[src/rtl/can_flt_pkg.sv]
package can_flt_pkg;
  localparam int MAX_FLT = 4;
  localparam int ID_W    = 29;
  localparam int KEY_W   = ID_W + 2;
  localparam int IDX_W   = $clog2(MAX_FLT);
  localparam int IDE_BIT = KEY_W - 1;
  localparam int RTR_BIT = KEY_W - 2;

  typedef logic [KEY_W-1:0] key_t;

  function automatic key_t make_key(input logic ide, input logic rtr,
                                    input logic [ID_W-1:0] id);
    return {ide, rtr, id};
  endfunction
endpackage

[src/rtl/can_flt_regs.sv]
module can_flt_regs
  import can_flt_pkg::*;
#(
  parameter int NUM_FLT = 4
) (
  input  logic                           clk,
  input  logic                           rst,
  input  logic                           cfg_wr,
  input  logic [IDX_W-1:0]               cfg_idx,
  input  logic                           cfg_sel,
  input  logic [KEY_W-1:0]               cfg_wdata,
  input  logic                           en_wr,
  input  logic [MAX_FLT-1:0]             en_wdata,
  output logic [MAX_FLT-1:0][KEY_W-1:0]  mask_o,
  output logic [MAX_FLT-1:0][KEY_W-1:0]  ref_o,
  output logic [MAX_FLT-1:0]             en_o
);
  for (genvar g = 0; g < MAX_FLT; g++) begin : g_flt
    if (g < NUM_FLT) begin : g_live
      logic [KEY_W-1:0] mask_q, ref_q;
      logic             en_q;
      logic             hit_idx;
      assign hit_idx = cfg_wr && (cfg_idx == IDX_W'(g)) && !en_q;
      always_ff @(posedge clk) begin
        if (rst) begin
          mask_q <= '0;
          ref_q  <= '0;
          en_q   <= 1'b0;
        end else begin
          if (en_wr) en_q <= en_wdata[g];
          if (hit_idx) begin
            if (cfg_sel) ref_q  <= cfg_wdata;
            else         mask_q <= cfg_wdata;
          end
        end
      end
      assign mask_o[g] = mask_q;
      assign ref_o[g]  = ref_q;
      assign en_o[g]   = en_q;
    end else begin : g_absent
      assign mask_o[g] = '0;
      assign ref_o[g]  = '0;
      assign en_o[g]   = 1'b0;
    end
  end
endmodule

[src/rtl/can_flt_match.sv]
module can_flt_match
  import can_flt_pkg::*;
(
  input  logic [KEY_W-1:0] key,
  input  logic [KEY_W-1:0] mask,
  input  logic [KEY_W-1:0] ref_key,
  output logic             hit
);
  always_comb hit = ~|((key ^ ref_key) & mask);
endmodule

[src/rtl/can_accept_filter.sv]
module can_accept_filter
  import can_flt_pkg::*;
#(
  parameter int NUM_FLT = 4
) (
  input  logic               clk,
  input  logic               rst,
  input  logic               frm_vld,
  input  logic [ID_W-1:0]    frm_id,
  input  logic               frm_ide,
  input  logic               frm_rtr,
  input  logic               fifo_nfull,
  input  logic               cfg_wr,
  input  logic [IDX_W-1:0]   cfg_idx,
  input  logic               cfg_sel,
  input  logic [KEY_W-1:0]   cfg_wdata,
  input  logic               en_wr,
  input  logic [MAX_FLT-1:0] en_wdata,
  output logic               dec_vld,
  output logic               dec_acc,
  output logic               st_wr
);
  logic [MAX_FLT-1:0][KEY_W-1:0] mask_w, ref_w;
  logic [MAX_FLT-1:0]            en_w, hit_w;
  key_t                          key;
  logic                          pass;

  assign key = make_key(frm_ide, frm_rtr, frm_id);

  can_flt_regs #(.NUM_FLT(NUM_FLT)) u_regs (
    .clk(clk), .rst(rst), .cfg_wr(cfg_wr), .cfg_idx(cfg_idx),
    .cfg_sel(cfg_sel), .cfg_wdata(cfg_wdata), .en_wr(en_wr),
    .en_wdata(en_wdata), .mask_o(mask_w), .ref_o(ref_w), .en_o(en_w)
  );

  if (NUM_FLT == 0) begin : g_nofilt
    assign hit_w = '0;
    assign pass  = 1'b1;
  end else begin : g_filt
    for (genvar g = 0; g < MAX_FLT; g++) begin : g_cmp
      can_flt_match u_match (
        .key(key), .mask(mask_w[g]), .ref_key(ref_w[g]), .hit(hit_w[g])
      );
    end
    assign pass = (en_w == '0) || (|(hit_w & en_w));
  end

  always_ff @(posedge clk) begin
    if (rst) begin
      dec_vld <= 1'b0;
      dec_acc <= 1'b0;
      st_wr   <= 1'b0;
    end else begin
      dec_vld <= frm_vld;
      dec_acc <= frm_vld && pass;
      st_wr   <= frm_vld && pass && fifo_nfull;
    end
  end
endmodule

[config.mk]
export PLATFORM = sky130hd
export DESIGN_NAME = can_accept_filter
export DESIGN_NICKNAME = d
export VERILOG_FILES = /design/src/rtl/can_flt_pkg.sv /design/src/rtl/can_flt_regs.sv /design/src/rtl/can_flt_match.sv /design/src/rtl/can_accept_filter.sv
export SDC_FILE = /design/constraint.sdc
export NUM_CORES = 1
export LEC_CHECK = 0
export BUFFER_PORTS_ARGS = -buffer_cell sky130_fd_sc_hd__buf_2
export CAP_MARGIN = 40
export CORE_MARGIN = 1
export CORE_UTILIZATION = 60
export DETAILED_ROUTE_END_ITERATION = 12
export PLACE_DENSITY = 0.8
export SETUP_SLACK_MARGIN = 0.05
export SYNTH_ARGS = -nofsm -noshare
export SYNTH_HDL_FRONTEND = slang
export SYNTH_SLANG_ARGS = --single-unit
[constraint.sdc]
create_clock -name clk -period 2.2 [get_ports clk]
set_clock_uncertainty 0.15 [all_clocks]
set_input_delay 0.44 -clock clk [delete_from_list [all_inputs] [get_ports clk]]
set_output_delay 0.44 -clock clk [all_outputs]
set_load 0.01 [all_outputs]
# == Word-level counts from Yosys, hierarchy flattened ==
# Index checks and enable logic that the tools add are counted.
# totals
register_bits,255
out_inout_bits,3
# classes
eq_ne,3
n_bitwise,10
reduce_logical,34
# op_table
op,count
AND 31 bit,4
OR reduction 31 bit,4
XOR 31 bit,4
AND reduction 2 bit,8
logical AND 1 bit,10
zero test 1 bit,8
AND 4 bit,1
"equality test 2 bit, second input constant",2
zero test 4 bit,1
OR reduction 4 bit,1
"equality test 2 x 1 -> 1 bit, second input constant",1
zero test 2 bit,1
logical OR 1 bit,1
inverter 1 bit,1

# == Longest topological paths before layout ==
# logic_depth
word_depth,9
depth_mapped,6

# == Cells and area by module ==
# A second synthesis with hierarchy kept.
# hier_totals
cells_unflattened,1110
hier_area_um2,11760.0
# by_module_without_submodules
module,n_inst,cells_per_inst,area_per_inst_um2,seq_area_each_um2
can_flt_regs,1,899,9953.3,5044.8
can_flt_match,4,50,422.9,0.0
can_accept_filter,1,11,115.1,60.1

# == Least setup slack after synthesis ==
# Ideal clock, no wire load.
# synth_path
path_kind,in2reg
start,in cfg_idx[1]
end,reg u_regs.g_flt[0].g_live.ref_q[0]
setup_ns,0.132
arrival_time_ns,1.479
required_time_ns,1.918
slack_ns,0.439
path_stages,6
n_path_buf,2
cell_sequence,nand2b_4 > or4b_1 > clkbuf_1 > buf_2 > nand2_1 > a21oi_1
# synth_via
elab_chain_len,4
# synth_rtl
element,line_no,source
"start, declared",can_accept_filter.sv:14,"input logic [IDX_W-1:0] cfg_idx,"
zero test 2 bit,can_flt_regs.sv:23,assign hit_idx = cfg_wr && (cfg_idx == IDX_W'(g)) && !en_q;
logical AND 1 bit (2 in series),can_flt_regs.sv:23,
AND reduction 2 bit (no line),-,
"end signal, assigned",can_flt_regs.sv:32,if (cfg_sel) ref_q <= cfg_wdata;
"end, declared",can_flt_regs.sv:20,"logic [KEY_W-1:0] mask_q, ref_q;"
# Every way passes these cells.
# A chain may end at the register's enable or synchronous reset.

# == Worst setup path in the final report ==
# layout_path
start,reg u_regs.g_flt[2].g_live.ref_q[25]
end,reg dec_acc
# layout_via
elab_chain_len,8
# layout_rtl
element,line_no,source
"start, declared",can_flt_regs.sv:20,
"start signal, assigned",can_flt_regs.sv:32,
XOR 31 bit,can_flt_match.sv:9,always_comb hit = ~|((key ^ ref_key) & mask);
AND 31 bit,can_flt_match.sv:9,
OR reduction 31 bit,can_flt_match.sv:9,
zero test 1 bit,can_flt_match.sv:9,
AND 4 bit,can_accept_filter.sv:45,assign pass = (en_w == '0) || (|(hit_w & en_w));
OR reduction 4 bit,can_accept_filter.sv:45,
logical OR 1 bit,can_accept_filter.sv:45,
logical AND 1 bit,can_accept_filter.sv:55,dec_acc <= frm_vld && pass;
"end signal, assigned",can_accept_filter.sv:55,
"end, declared",can_accept_filter.sv:20,"output logic dec_acc,"
# Every way passes these cells.

==> results by group <==
Floorplan
  • Die height: 136 um
  • Starting density of the core: 0.617
  • Horizontal extent of the die: 136 um
  • Core outline area: between 0.015 and 0.02 mm^2
  • Die area: 0.0184 mm^2
  • Placement Rows: 48
  • Number of primary I/O pins: 78

Logic synthesis
  • Yosys reg bits: 255
  • Cell type with the highest aggregate area in the netlist: sky130_fd_sc_hd__dfxtp_1
  • Synth Instances: around 1,400
  • Post-Syn Area: about 0.011 mm^2
  • Top_reg_cell synth: sky130_fd_sc_hd__dfxtp_1
  • Most frequently used cell type in the post-synthesis netlist: sky130_fd_sc_hd__nand2_1
  • Number of distinct library cells after synthesis: 25
  • Post-Synthesis Mean Instance Area: a little under 8 um^2
  • Synth area leaders: sky130_fd_sc_hd__dfxtp_1 48%, sky130_fd_sc_hd__nand2_1 18%, sky130_fd_sc_hd__a21oi_1 12%
  • Synth async-reset ratio: 0
  • Register area share after synthesis: 0.476
  • Mapped Nets: 1,434
  • Cell types with the highest counts after synthesis: 500 x sky130_fd_sc_hd__nand2_1, 255 x sky130_fd_sc_hd__dfxtp_1, 250 x sky130_fd_sc_hd__a21oi_1, 124 x sky130_fd_sc_hd__xor2_1
  • Share of the synthesized area in the top cell type: 0.476
  • Syn. warnings: 0
  • Post-synth EDFFs: 0

Drt
  • Total via count in the routed design: roughly 9,800
  • Post-detailed-route via-to-cell ratio: 6.07
  • Met3 Routed Length: 4190 um
  • Total length of routed wires: roughly 34,000 um
  • Residual DRC: 0
  • Routed met2 length: 15,400 um
  • Top routing layer used: met5
  • Wire length per cell: 20.9 um
  • 1st-pass router iterations: 7
  • Routed met1 length: 12,500 um
  • Starting DRT DRC Count: 1,187
  • Final ANT Viol Nets: 0

Setup path
  • Type of the setup path with the least slack: flip-flop to flip-flop
  • Highest-delay cell along the critical path: sky130_fd_sc_hd__a22oi_1
  • Launch instance of the worst register-to-register path: u_regs.g_flt[2].g_live.ref_q[25]$_SDFFE_PP0P_
  • Buffers plus inverters on the worst setup path: 0
  • Family of cells with the greatest summed delay on the critical path: compound AO/OA/AOI/OAI gates
  • Critical path destination: dec_acc$_SDFF_PP0_
  • R2r worst-path depth: 6
  • Crit Path Max Fanout: 2
  • Crit. Startpoint: u_regs.g_flt[2].g_live.ref_q[25]$_SDFFE_PP0P_
  • CP startpoint kind: flip-flop
  • Register-to-register path setup slack: 0.31 ns
  • Required time reported for the critical path endpoint: 2.51 ns
  • Cells traversed along the worst timing path: xor2_1 -> a22oi_1 -> nand4_1 -> nor4_1 -> a21oi_1 -> a21boi_0
  • Crit. path cell count: 6
  • Delay of the slowest cell on the worst path: 0.41 ns
  • Endpoint of the worst register-to-register path: dec_acc$_SDFF_PP0_
  • Critical Path AT: ~2.2 ns
  • Endpoint kind of the worst setup timing path: flip-flop

STA
  • Unrepaired setup endpoints after global routing: false
  • Highest attainable clock frequency: 528 MHz
  • Number of max-slew violations in the final report: 0
  • Final setup violating endpoints: 0
  • Worst rel slew slack: 0.587
  • Endpoints failing hold: 0
  • Minimum clock period: ~1.9 ns
  • Final period utilization: 0.861
  • Post-route setup TNS: 0 ns
  • Measured slew at the worst slew-check pin: 0.620 ns

GRT
  • Maximum number of pins on one net before global-route repair: a little over 90
  • Number of antenna violations at the first check in global routing: 1
  • Global Route Usage Sum: 0.369
  • Global-route congestion overflow total: 0
  • First-pass GRT wire length: 50,800 um
  • Number of global-route vias before repair: a little under 9,000

Placement
  • Placed Instances: 1,571
  • Hpwl dp: 21,400 um
  • Total of buffers placed on input and output ports: 77
  • Final RePlAce weighted congestion: slightly above 0.9

Clock network
  • Number of levels the H-tree was split into: 1
  • TritonCTS Buffers: 26
  • Number of buffers on the longest clock path: 3
  • Clock Latency Late Sink: between 0.5 and 0.6 ns
  • Number of cells upsized or downsized after cts: 0
  • Hold buffer count at cts: 0
  • Clock-pin slew of the registers on the worst-case setup and hold paths: 0.06 ns
  • TritonCTS clock tree: built
  • Clk sinks: 255
  • Buffers inserted during post-CTS setup optimization: 0
  • Cell chosen for the clock root: sky130_fd_sc_hd__clkbuf_16

Final layout
  • Layout cell share with drive strength beyond 1: 0.110
  • Number of standard cells in the layout, taps in and fillers out: ~1,600
  • Number of nets in the finished design: 1,449
  • Layout-stage area growth over the synthesis result: 14.2%
  • Diodes inserted: 0

Power and ir drop
  • Net switching power: 2.44 mW
  • Logic gate share of total power: 0.079
  • Sequential share of power: 0.464
  • Pwr Density: approximately 840 mW/mm^2
  • Proportion of power drawn by the clock network: 0.457
  • Leakage dissipation: 4.60 nW
  • Worst vdd rail ir drop: 0.750 mV
  • Design internal power: 7.86 mW
  • Switching share of power: 0.237

Worst hold path
  • Min-Delay Path Class: input port to flip-flop

Job
  • Maximum Capacitance Violations: 0

Outcome
  • Result of the run: complete, no violations
[area by class of cell]
class	instances	area (um^2)
Multi-Input combinational cell	990	5150
Fill cell	1355	5120
Sequential cell	255	5100
Clock buffer	41	818
Timing Repair Buffer	101	772
Tap cell	225	282
Clock inverter	6	105
[per-layer routing]
layer  vias to the layer above  GRT usage
li1                       4486          -
met3                       124     0.0902
met2                       625      0.580
met1                      4582      0.475
met5                         -          0
met4                         2      0.171
[worst reg2reg max path, stage by stage (launching register included)]
cell	delay (ns)
sky130_fd_sc_hd__dfxtp_1	0.32
sky130_fd_sc_hd__xor2_1	0.20
sky130_fd_sc_hd__a22oi_1	0.41
sky130_fd_sc_hd__nand4_1	0.24
sky130_fd_sc_hd__nor4_1	0.24
sky130_fd_sc_hd__a21oi_1	0.10
sky130_fd_sc_hd__a21boi_0	0.17
[worst min-delay path by stage]
stage	from	end	slack [ns]	depth (start not counted)
finish	en_wdata[0]	u_regs.g_flt[0].g_live.en_q$_SDFFE_PP0P_	0.008	3
global route	fifo_nfull	st_wr$_SDFF_PP0_	0.03	3
CTS	fifo_nfull	st_wr$_SDFF_PP0_	0.001	3
detailed placement	u_regs.g_flt[3].g_live.mask_q[10]$_SDFFE_PP0P_	u_regs.g_flt[3].g_live.mask_q[10]$_SDFFE_PP0P_	0.30	2
global placement	u_regs.g_flt[3].g_live.mask_q[10]$_SDFFE_PP0P_	u_regs.g_flt[3].g_live.mask_q[10]$_SDFFE_PP0P_	0.29	2
floorplan	u_regs.g_flt[1].g_live.mask_q[16]$_SDFFE_PP0P_	u_regs.g_flt[1].g_live.mask_q[16]$_SDFFE_PP0P_	0.28	2
[flip-flops by register name (all words and copies together) (netlist names)]
register                    count
u_regs.g_flt.g_live.mask_q    124
u_regs.g_flt.g_live.en_q        4
dec_acc                         1
dec_vld                         1
st_wr                           1
u_regs.g_flt.g_live.ref_q     124
[placed cells by master (no fill, tap or decap)]
cell type,instances
sky130_fd_sc_hd__nor3_4,2
sky130_fd_sc_hd__nor2b_1,1
sky130_fd_sc_hd__nor4_1,4
sky130_fd_sc_hd__nor4b_4,4
sky130_fd_sc_hd__bufinv_16,3
sky130_fd_sc_hd__nand2_2,1
sky130_fd_sc_hd__nand4_1,15
sky130_fd_sc_hd__clkbuf_1,5
sky130_fd_sc_hd__buf_4,8
sky130_fd_sc_hd__a21oi_1,250
sky130_fd_sc_hd__buf_12,16
sky130_fd_sc_hd__buf_6,1
sky130_fd_sc_hd__or4b_1,2
sky130_fd_sc_hd__nand3_1,3
sky130_fd_sc_hd__buf_2,76
sky130_fd_sc_hd__xor2_1,124
sky130_fd_sc_hd__nand2b_4,1
sky130_fd_sc_hd__a21boi_0,4
sky130_fd_sc_hd__mux2i_1,4
sky130_fd_sc_hd__nor3_1,2
sky130_fd_sc_hd__nor2_1,7
sky130_fd_sc_hd__or4_1,2
sky130_fd_sc_hd__nand2_1,500
sky130_fd_sc_hd__clkinv_2,3
sky130_fd_sc_hd__dfxtp_1,255
sky130_fd_sc_hd__clkbuf_8,9
sky130_fd_sc_hd__clkbuf_16,27
sky130_fd_sc_hd__nand3b_1,2
sky130_fd_sc_hd__a22oi_1,60
sky130_fd_sc_hd__nor4_4,2
[logic make-up after synthesis]
logic type             count (synthesis)  synth area share
multiplexers                           4           0.00374
flip-flops                           255             0.476
AO/OA/AOI/OAI                        314             0.162
buffers and inverters                114            0.0490
XOR/XNOR                             124             0.101
AND/OR/NAND/NOR                      548             0.208
[power by group through the flow]
stage	Combinational, mW	Sequential, mW	Clock (mW)
3_3_place_gp	0.776	4.88	0
3_5_place_dp	0.784	4.88	0
6_report	0.816	4.78	4.70
5_1_grt	0.863	4.79	4.86
4_1_cts	0.793	4.78	4.69
2_1_floorplan	0.450	4.87	0
[metrics by stage]
step | worst slack [ns] | area, um^2 | util | hold WS [ns] | power [mW]
after CTS | 0.372 | 12200 | 0.705 | 0.000972 | 10.3
after global placement | 0.122 | 11300 | 0.652 | 0.290 | 5.66
after global routing | 0.270 | 12200 | 0.705 | 0.0273 | 10.5
after detailed placement | 0.138 | 11300 | 0.652 | 0.296 | 5.67
after floorplan | 0.439 | 10700 | - | 0.284 | 5.32
final | 0.306 | 12200 | 0.705 | 0.00774 | 10.3
(Power assumes the default switching activity.)
